## src/rtl/ppl_pkg.sv

```systemverilog
package ppl_pkg;

    // Receive controller states
    typedef enum logic [0:0] {
        ST_WAIT = 1'b0,   // no stream reset seen yet, serial clocks ignored
        ST_RECV = 1'b1    // accepting bits into the write bank
    } rx_state_t;

    // Synchronizer output flavours
    typedef enum logic [1:0] {
        SYNC_LEVEL = 2'd0,  // delayed level only
        SYNC_RISE  = 2'd1,  // one-cycle pulse on a rising edge
        SYNC_ANY   = 2'd2   // one-cycle pulse on any change
    } sync_mode_t;

endpackage

```

## src/rtl/ppl_edge_sync.sv

```systemverilog
module ppl_edge_sync #(
    parameter int                  STAGES = 2,
    parameter ppl_pkg::sync_mode_t MODE   = ppl_pkg::SYNC_RISE
) (
    input  logic clk,
    input  logic rst_n,
    input  logic async_i,
    output logic sig_o
);

    logic [STAGES-1:0] chain;

    always_ff @(posedge clk) begin
        if (!rst_n) begin
            chain <= '0;
        end else begin
            chain[0] <= async_i;
            for (int i = 1; i < STAGES; i++) begin
                chain[i] <= chain[i-1];
            end
        end
    end

    generate
        if (MODE == ppl_pkg::SYNC_LEVEL) begin : g_level
            assign sig_o = chain[STAGES-1];
        end else begin : g_edge
            logic last_q;
            always_ff @(posedge clk) begin
                if (!rst_n) last_q <= 1'b0;
                else        last_q <= chain[STAGES-1];
            end
            if (MODE == ppl_pkg::SYNC_ANY) begin : g_any
                assign sig_o = chain[STAGES-1] ^ last_q;
            end else begin : g_rise
                assign sig_o = chain[STAGES-1] & ~last_q;
            end
        end
    endgenerate

endmodule

```

## src/rtl/ppl_wr_ctrl.sv

```systemverilog
module ppl_wr_ctrl #(
    parameter int ADDR_W = 10
) (
    input  logic                clk,
    input  logic                rst_n,
    input  logic                restart_i,
    input  logic                tick_i,
    input  logic                data_i,
    input  logic                swap_i,
    output logic                wr_en_o,
    output logic [ADDR_W-1:0]   wr_addr_o,
    output logic                wr_bit_o,
    output logic                wr_bank_o,
    output ppl_pkg::rx_state_t  state_o
);
    import ppl_pkg::*;

    rx_state_t         state_q, state_d;
    logic [ADDR_W-1:0] addr_q;
    logic              bank_q;
    logic              store;

    // State register and datapath registers
    always_ff @(posedge clk) begin
        if (!rst_n) begin
            state_q <= ST_WAIT;
            addr_q  <= '0;
            bank_q  <= 1'b1;
        end else begin
            state_q <= state_d;
            if (restart_i)  addr_q <= '0;
            else if (store) addr_q <= addr_q + 1'b1;
            if (swap_i) bank_q <= ~bank_q;
        end
    end

    // Next state and outputs
    always_comb begin
        state_d = state_q;
        store   = 1'b0;
        unique case (state_q)
            ST_WAIT: begin
                if (restart_i) state_d = ST_RECV;
            end
            ST_RECV: begin
                state_d = ST_RECV;
                store   = tick_i && !restart_i;
            end
        endcase
    end

    assign wr_en_o   = store;
    assign wr_addr_o = addr_q;
    assign wr_bit_o  = data_i;
    assign wr_bank_o = bank_q;
    assign state_o   = state_q;

endmodule

```

## src/rtl/ppl_bank_role.sv

```systemverilog
module ppl_bank_role (
    input  logic clk,
    input  logic rst_n,
    input  logic swap_i,
    output logic rd_bank_o
);

    logic rd_q;

    always_ff @(posedge clk) begin
        if (!rst_n)      rd_q <= 1'b0;
        else if (swap_i) rd_q <= ~rd_q;
    end

    assign rd_bank_o = rd_q;

endmodule

```

## src/rtl/ppl_bank_pair.sv

```systemverilog
module ppl_bank_pair #(
    parameter int ADDR_W = 10
) (
    input  logic              clk,
    input  logic              wr_en_i,
    input  logic              wr_bank_i,
    input  logic [ADDR_W-1:0] wr_addr_i,
    input  logic              wr_bit_i,
    input  logic              rd_bank_i,
    input  logic [ADDR_W-1:0] rd_addr_i,
    output logic              rd_data_o
);
    localparam int DEPTH  = 1 << ADDR_W;
    localparam int NBANKS = 2;

    logic [NBANKS-1:0] bank_word;

    generate
        for (genvar b = 0; b < NBANKS; b++) begin : g_bank
            logic mem [DEPTH];
            always_ff @(posedge clk) begin
                if (wr_en_i && (wr_bank_i == 1'(b))) mem[wr_addr_i] <= wr_bit_i;
            end
            assign bank_word[b] = mem[rd_addr_i];
        end
    endgenerate

    always_ff @(posedge clk) begin
        rd_data_o <= bank_word[rd_bank_i];
    end

endmodule

```

## src/rtl/pingpong_param_loader.sv

```systemverilog
module pingpong_param_loader #(
    parameter int ADDR_W      = 10,
    parameter int SYNC_STAGES = 2
) (
    input  logic              clk,
    input  logic              rst_n,
    input  logic              host_sclk,
    input  logic              host_sdata,
    input  logic              host_srst,
    input  logic              line_band_bit,
    input  logic [ADDR_W-1:0] rd_addr,
    output logic              rd_data,
    output logic              rd_bank
);
    import ppl_pkg::*;

    logic              tick_p, restart_p, swap_p, data_s;
    logic              wr_en, wr_bit, wr_bank;
    logic [ADDR_W-1:0] wr_addr;
    rx_state_t         rx_state;

    ppl_edge_sync #(.STAGES(SYNC_STAGES), .MODE(SYNC_RISE)) u_sync_clk (
        .clk(clk), .rst_n(rst_n), .async_i(host_sclk), .sig_o(tick_p));

    ppl_edge_sync #(.STAGES(SYNC_STAGES), .MODE(SYNC_RISE)) u_sync_rst (
        .clk(clk), .rst_n(rst_n), .async_i(host_srst), .sig_o(restart_p));

    ppl_edge_sync #(.STAGES(SYNC_STAGES), .MODE(SYNC_LEVEL)) u_sync_dat (
        .clk(clk), .rst_n(rst_n), .async_i(host_sdata), .sig_o(data_s));

    ppl_edge_sync #(.STAGES(SYNC_STAGES), .MODE(SYNC_ANY)) u_sync_band (
        .clk(clk), .rst_n(rst_n), .async_i(line_band_bit), .sig_o(swap_p));

    ppl_wr_ctrl #(.ADDR_W(ADDR_W)) u_wr (
        .clk(clk), .rst_n(rst_n),
        .restart_i(restart_p), .tick_i(tick_p), .data_i(data_s), .swap_i(swap_p),
        .wr_en_o(wr_en), .wr_addr_o(wr_addr), .wr_bit_o(wr_bit),
        .wr_bank_o(wr_bank), .state_o(rx_state));

    ppl_bank_role u_role (
        .clk(clk), .rst_n(rst_n), .swap_i(swap_p), .rd_bank_o(rd_bank));

    ppl_bank_pair #(.ADDR_W(ADDR_W)) u_banks (
        .clk(clk),
        .wr_en_i(wr_en), .wr_bank_i(wr_bank), .wr_addr_i(wr_addr), .wr_bit_i(wr_bit),
        .rd_bank_i(rd_bank), .rd_addr_i(rd_addr), .rd_data_o(rd_data));

endmodule

```

## config.mk

```make
export PLATFORM = sky130hd
export DESIGN_NAME = pingpong_param_loader
export DESIGN_NICKNAME = d
export VERILOG_FILES = /design/src/rtl/ppl_pkg.sv /design/src/rtl/ppl_edge_sync.sv /design/src/rtl/ppl_wr_ctrl.sv /design/src/rtl/ppl_bank_role.sv /design/src/rtl/ppl_bank_pair.sv /design/src/rtl/pingpong_param_loader.sv
export SDC_FILE = /design/constraint.sdc
export NUM_CORES = 2
export LEC_CHECK = 0
export BUFFER_PORTS_ARGS = -buffer_cell sky130_fd_sc_hd__clkbuf_2
export CORE_ASPECT_RATIO = 1.75
export CORE_UTILIZATION = 35
export CTS_CLUSTER_SIZE = 30
export DETAILED_ROUTE_END_ITERATION = 7
export GPL_ROUTABILITY_DRIVEN = 0
export MAX_ROUTING_LAYER = met4
export PLACE_DENSITY_LB_ADDON = 0.1
export SYNTH_ARGS = -nofsm -noshare
export SYNTH_HDL_FRONTEND = slang
export SYNTH_SLANG_ARGS = --single-unit
```

## constraint.sdc

```tcl
create_clock -name clk -period 32.1 [get_ports clk]
set_input_delay 6.42 -clock clk [delete_from_list [all_inputs] [get_ports clk]]
set_output_delay 6.42 -clock clk [all_outputs]
set_load 0.01 [all_outputs]
```

### Word-level counts from Yosys, hierarchy flattened

Memory sizes are Yosys's and may differ from the RTL's.
Index checks and enable logic that the tools add are counted.

| operators by class | value |
|---|---|
| $add $sub $neg | 1 |
| multipliers | 0 |
| $lt $le $gt $ge | 1 |
| equality and inequality tests | 0 |
| shift operators | 0 |
| bitwise operators | 9 |
| mux-type cells | 9 |
| reductions and logical operators | 5 |
| divide/modulo/power cells | 0 |

Operator list:

| kind | count |
|---|---|
| $add 10x1->10 const B | 1 |
| $mux 1 | 8 |
| $not 1->1 | 6 |
| $logic_and 1x1->1 | 3 |
| $and 1x1->1 | 2 |
| $lt 1x2->1 const B | 1 |
| $pmux 1 s2 | 1 |
| $reduce_or 2->1 | 1 |
| $logic_not 1->1 | 1 |
| $xor 1x1->1 | 1 |

| word-level totals | value |
|---|---|
| input bits | 16 |
| register bits | 25 |
| bits in read-only memories | 0 |
| RAM bits | 2048 |
| bits in latches | 0 |
| word-level logic and storage cells | 39 |
| memories | 2 |

Memories:

| name | depth | bits a word | rd ports | clocked after Yosys merged registers in | write ports | RTL line | source |
|---|---|---|---|---|---|---|---|
| u_banks.g_bank[0].mem | 1024 | 1 | 1 | 0 | 1 | ppl_bank_pair.sv:20 | `logic mem [DEPTH];` |
| u_banks.g_bank[1].mem | 1024 | 1 | 1 | 0 | 1 | ppl_bank_pair.sv:20 |  |

### Longest topological paths before layout

| depth | value |
|---|---|
| depth after elaboration | 8 |
| depth in mapped cells | 15 |

### Hierarchy

A second synthesis with hierarchy kept.

| second synthesis, totals | value |
|---|---|
| cells, all modules | 6329 |
| area total of the unflattened synthesis | 90206.5 µm² |

By module, submodules not included:

| module | instances | area each (µm²) | cells an instance |
|---|---|---|---|
| ppl_bank_pair | 1 | 89309.4 | 6241 |
| ppl_wr_ctrl | 1 | 535.5 | 60 |
| ppl_edge_sync (u_sync_clk ...) | 2 | 92.6 | 7 |
| ppl_edge_sync (u_sync_band) | 1 | 88.8 | 7 |
| ppl_edge_sync (u_sync_dat) | 1 | 52.6 | 4 |
| ppl_bank_role | 1 | 35.0 | 3 |

### Least setup slack after synthesis

OpenSTA, ideal clock, no wires.

| timing path | value |
|---|---|
| path type | reg2reg |
| start point | register u_sync_dat.chain[1] |
| end point | memory u_banks.g_bank[0].mem[0], data pin |
| stages on the path, launching flop included | 1 |
| path slack | 1.474 ns |
| required time | 26.674 ns |
| library setup time | 5.426 ns |
| path buffers | 0 |
| clock period less this slack | 30.626 ns |
| data arrival time | 25.200 ns |
| path through | dfxtp_1 |

RTL lines:

| element | RTL line | source |
|---|---|---|
| start, declared | ppl_edge_sync.sv:11 | `logic [STAGES-1:0] chain;` |
| start signal, assigned by index | ppl_edge_sync.sv:19 | `chain[i] <= chain[i-1];` |
| end, declared | ppl_bank_pair.sv:20 |  |

Straight into the memory's write port.

### Final worst setup path

| timing path | value |
|---|---|
| start point | input rd_addr[0] |
| end point | register u_banks.rd_data_o |

| on the way | value |
|---|---|
| cells in the longest elaborated chain, start to end | 3 |

Ends and longest elaborated chain:

| element | RTL line | source |
|---|---|---|
| start, declared | pingpong_param_loader.sv:11 | `input logic [ADDR_W-1:0] rd_addr,` |
| $mem_v2 1024x1 | - |  |
| $mux 1 (implied by the code) (*) (2 in a row) | ppl_bank_pair.sv:29 | `rd_data_o <= bank_word[rd_bank_i];` |
| end signal, assigned | ppl_bank_pair.sv:29 |  |
| end, declared | ppl_bank_pair.sv:11 | `output logic rd_data_o` |

Every way passes the cells marked *; elsewhere a longest branch is shown, timed or not. The select of a mux whose other input is x is not followed.
A chain may end at the register's enable or synchronous reset.

==> flow_summary.ini <==
[run_status]
outcome = finished, final reports clean

[logic_synthesis]
synth-seq-area-share_pct = 68.6
ys_ff_latch = 2073
async_flop_share_pct = 0
synth_ff_type = edfxtp_1
synthCells = 6337
yosysWarnings = 0
synth_edf_count = 2048
netlist-cell-type-count = 75
synth.net_count = 6357
syn_avg_cell_area_um2 = 14.3
syn_area_mm2 = 0.0904

[global_route]
globalRouteMet3Util_pct = 2.46
grt_use_met1_pct = 28.3
track_usage_pct = 24.3
grt_max_degree = 269
busiest_layer = met2
grt_antenna_before_repair = 15
grt_pass1_vias = 55100
met2_usage_pct = 43.2
grt-ovfl-total = 0
grt_first_pass_wirelength_mm = 430

[die]
placementRows = 246
die_height_um = 674
die-area_mm2 = 0.260
dieWidth_um = 386
initial_core_util_pct = 35.2
core_mm2 = 0.257
ios = 18

[layout]
num-fill-cells = 24300
layout-drive-gt1-share_pct = 14.7
layout_commonest_cell = nor2_1
nNetsFinal = 6164
most-common-layout-cells = nor2_1 (2114), edfxtp_1 (2048), mux4_2 (348)
area_growth_pct = 10.0

[timing]
finalCritPeriodShare_pct = 35.2
final.setup.tns_ns = 0
setup_violations = 0
rsz0062_at_grt = no
fmax_ghz = 0.0886
finalMaxSlewViolations = 0
slew_headroom_pct = 9.35
min_period_ns = 11.28
worst_slew_pin_slew_ns = 1.36
fin_skew_ns = 0.0385
final_hold_viol_count = 0

[setup_path]
crit_buf_inv = 4
cpMostUsedCell = buf_4
crit_chain = buf_8 > buf_4 > buf_4 > buf_4 > mux2i_1 > o221ai_1 > o22ai_1 > a32oi_1 > nand2_1 > nor4_1 > nand4b_1 > nand4b_1
critPathCaptureType = flip-flop
critPathKind = primary input to flip-flop
critPathArrivalTime_ns = 12.09
rrSetupSlack_ns = 26.24
slowest_delay_ns = 1.00
slowest_stage = nor4_1
worstPathMaxFanout = 54
critPathTopFamily = buffers and inverters
worstSetupStartpointType = primary input
worstPathRequired_ns = 32.91

[detailed_routing]
wl_per_cell_um = 32.0
route.detailed.drc = 0
drt_iter0_markers = 5189
vias = 54200
drtAntennaViolNets = 0
drt_wl_total_mm = 309
via_per_inst = 5.62
dr.pass1.iters = 5

[hold_path]
hp-class = flip-flop to flip-flop

[cts]
clk_pin_slew_ns = 0.06
insertion_delay_ns = 0.91
cts-root-buf = clkbuf_16
post_cts_buffers = 0
cts_buffer_depth = 4
h-tree-depth = 4
clock-sinks = 2073
cts_made_buffers = 204
cts_tree = yes
ctsHoldBuffers = 0
post_cts_resize_count = 0

[placement]
portBuffers = 17
dp_hpwl_mm = 168

[run]
cap_violations = 0

[pwr]
p_total_mw = 5.47
vdd_ir_drop_max_v = 0.0000440
p_per_area_mw_per_mm2 = 55.0
p_leak_nw = 33.4
-- per-layer routing --
layer	wire (um)	part of all wire [%]	up-vias
li1	-	-	23000
met1	119000	39	29200
met3	13200	4.3	462
met4	10900	3.5	0
met5	0	0	-
met2	166000	54	1542
-- cell type report --
type | instances | area, um^2 | share of cell area [%]
antenna | 9 | 22.5 | 0.0226
clock inverter | 89 | 676 | 0.679
sequential | 2073 | 62000 | 62.3
timing repair buffer | 228 | 1790 | 1.79
multi-input combinational | 3630 | 25400 | 25.6
inverter | 7 | 33.8 | 0.0340
tap | 3348 | 4190 | 4.21
clock buffer | 257 | 5350 | 5.37
-- flip-flops by register name (all words and copies together), names as in the netlist --
name	count
u_banks.g_bank.mem	2048
u_banks.rd_data_o	1
u_role.rd_bank_o	1
u_sync_band.chain	2
u_sync_band.g_edge.last_q	1
u_sync_clk.chain	2
u_sync_clk.g_edge.last_q	1
u_sync_dat.chain	2
u_sync_rst.chain	2
u_sync_rst.g_edge.last_q	1
u_wr.state_o	1
u_wr.wr_addr_o	10
u_wr.wr_bank_o	1
-- stage by stage --
step | hold slack (ns) | setup WS, ns | instance area (um^2) | util [%] | std cells
after floorplan | 0.412 | 1.47 | 90400 | - | 6337
after global placement | 0.416 | 19.71 | 93400 | 36.4 | 9285
after detailed placement | 0.422 | 19.69 | 93400 | 36.4 | 9286
after CTS | 0.433 | 20.61 | 99500 | 38.7 | 9632
after global routing | 0.443 | 20.59 | 99500 | 38.7 | 9636
final | 0.431 | 20.82 | 99500 | 38.8 | 9641
-- path summary, 6_finish.rpt --
path | start | end | cells past startpoint
worst max-delay path | rd_addr[0] | u_banks.rd_data_o | 12
worst max register to register | u_sync_dat.chain[1] | u_banks.g_bank[1].mem[606] | 5
worst min register to register | u_sync_dat.chain[0] | u_sync_dat.chain[1] | 1
worst min-delay path | u_sync_dat.chain[0] | u_sync_dat.chain[1] | 1
-- synthesized netlist by cell type (all sizes together) (9+ instances only) --
cell type | count | area, um^2
nor2 | 2119 | 7950
edfxtp | 2048 | 61500
clkbuf | 415 | 1580
mux4 | 394 | 9050
mux2i | 287 | 2870
buf | 212 | 1720
nand2 | 121 | 454
o221ai | 119 | 1070
nand3 | 101 | 505
a21oi | 70 | 350
o21ai | 56 | 280
o22ai | 56 | 357
nor3 | 46 | 230
a22oi | 37 | 278
nand4 | 33 | 206
dfxtp | 25 | 500
and2 | 23 | 144
nor2b | 21 | 131
a2111oi | 13 | 126
nor4 | 13 | 81.3
a211oi | 10 | 75.1
a31oi | 10 | 62.6
and3 | 9 | 57.6
-- power breakdown --
part	leakage (nW)	switching [mW]	total, mW	internal (mW)
Clock	2.95	1.05	2.30	1.25
Combinational	7.69	0.146	0.207	0.0614
Sequential	22.8	0.00328	2.97	2.96
-- kinds of logic (layout without fill, tap and decap cells) --
group | Yosys count | in the layout | share of synthesized area (%)
buf+inv | 634 | 581 | 3.68
xor+xnor | 11 | 11 | 0.107
fa+ha+maj | 4 | 4 | 0.0554
compound gates | 408 | 408 | 3.23
other cells | 0 | 9 | 0
mux | 688 | 688 | 13.3
flops | 2073 | 2073 | 68.6
simple gates | 2519 | 2519 | 11.1
Note: power is estimated with default switching activity, not from simulation.
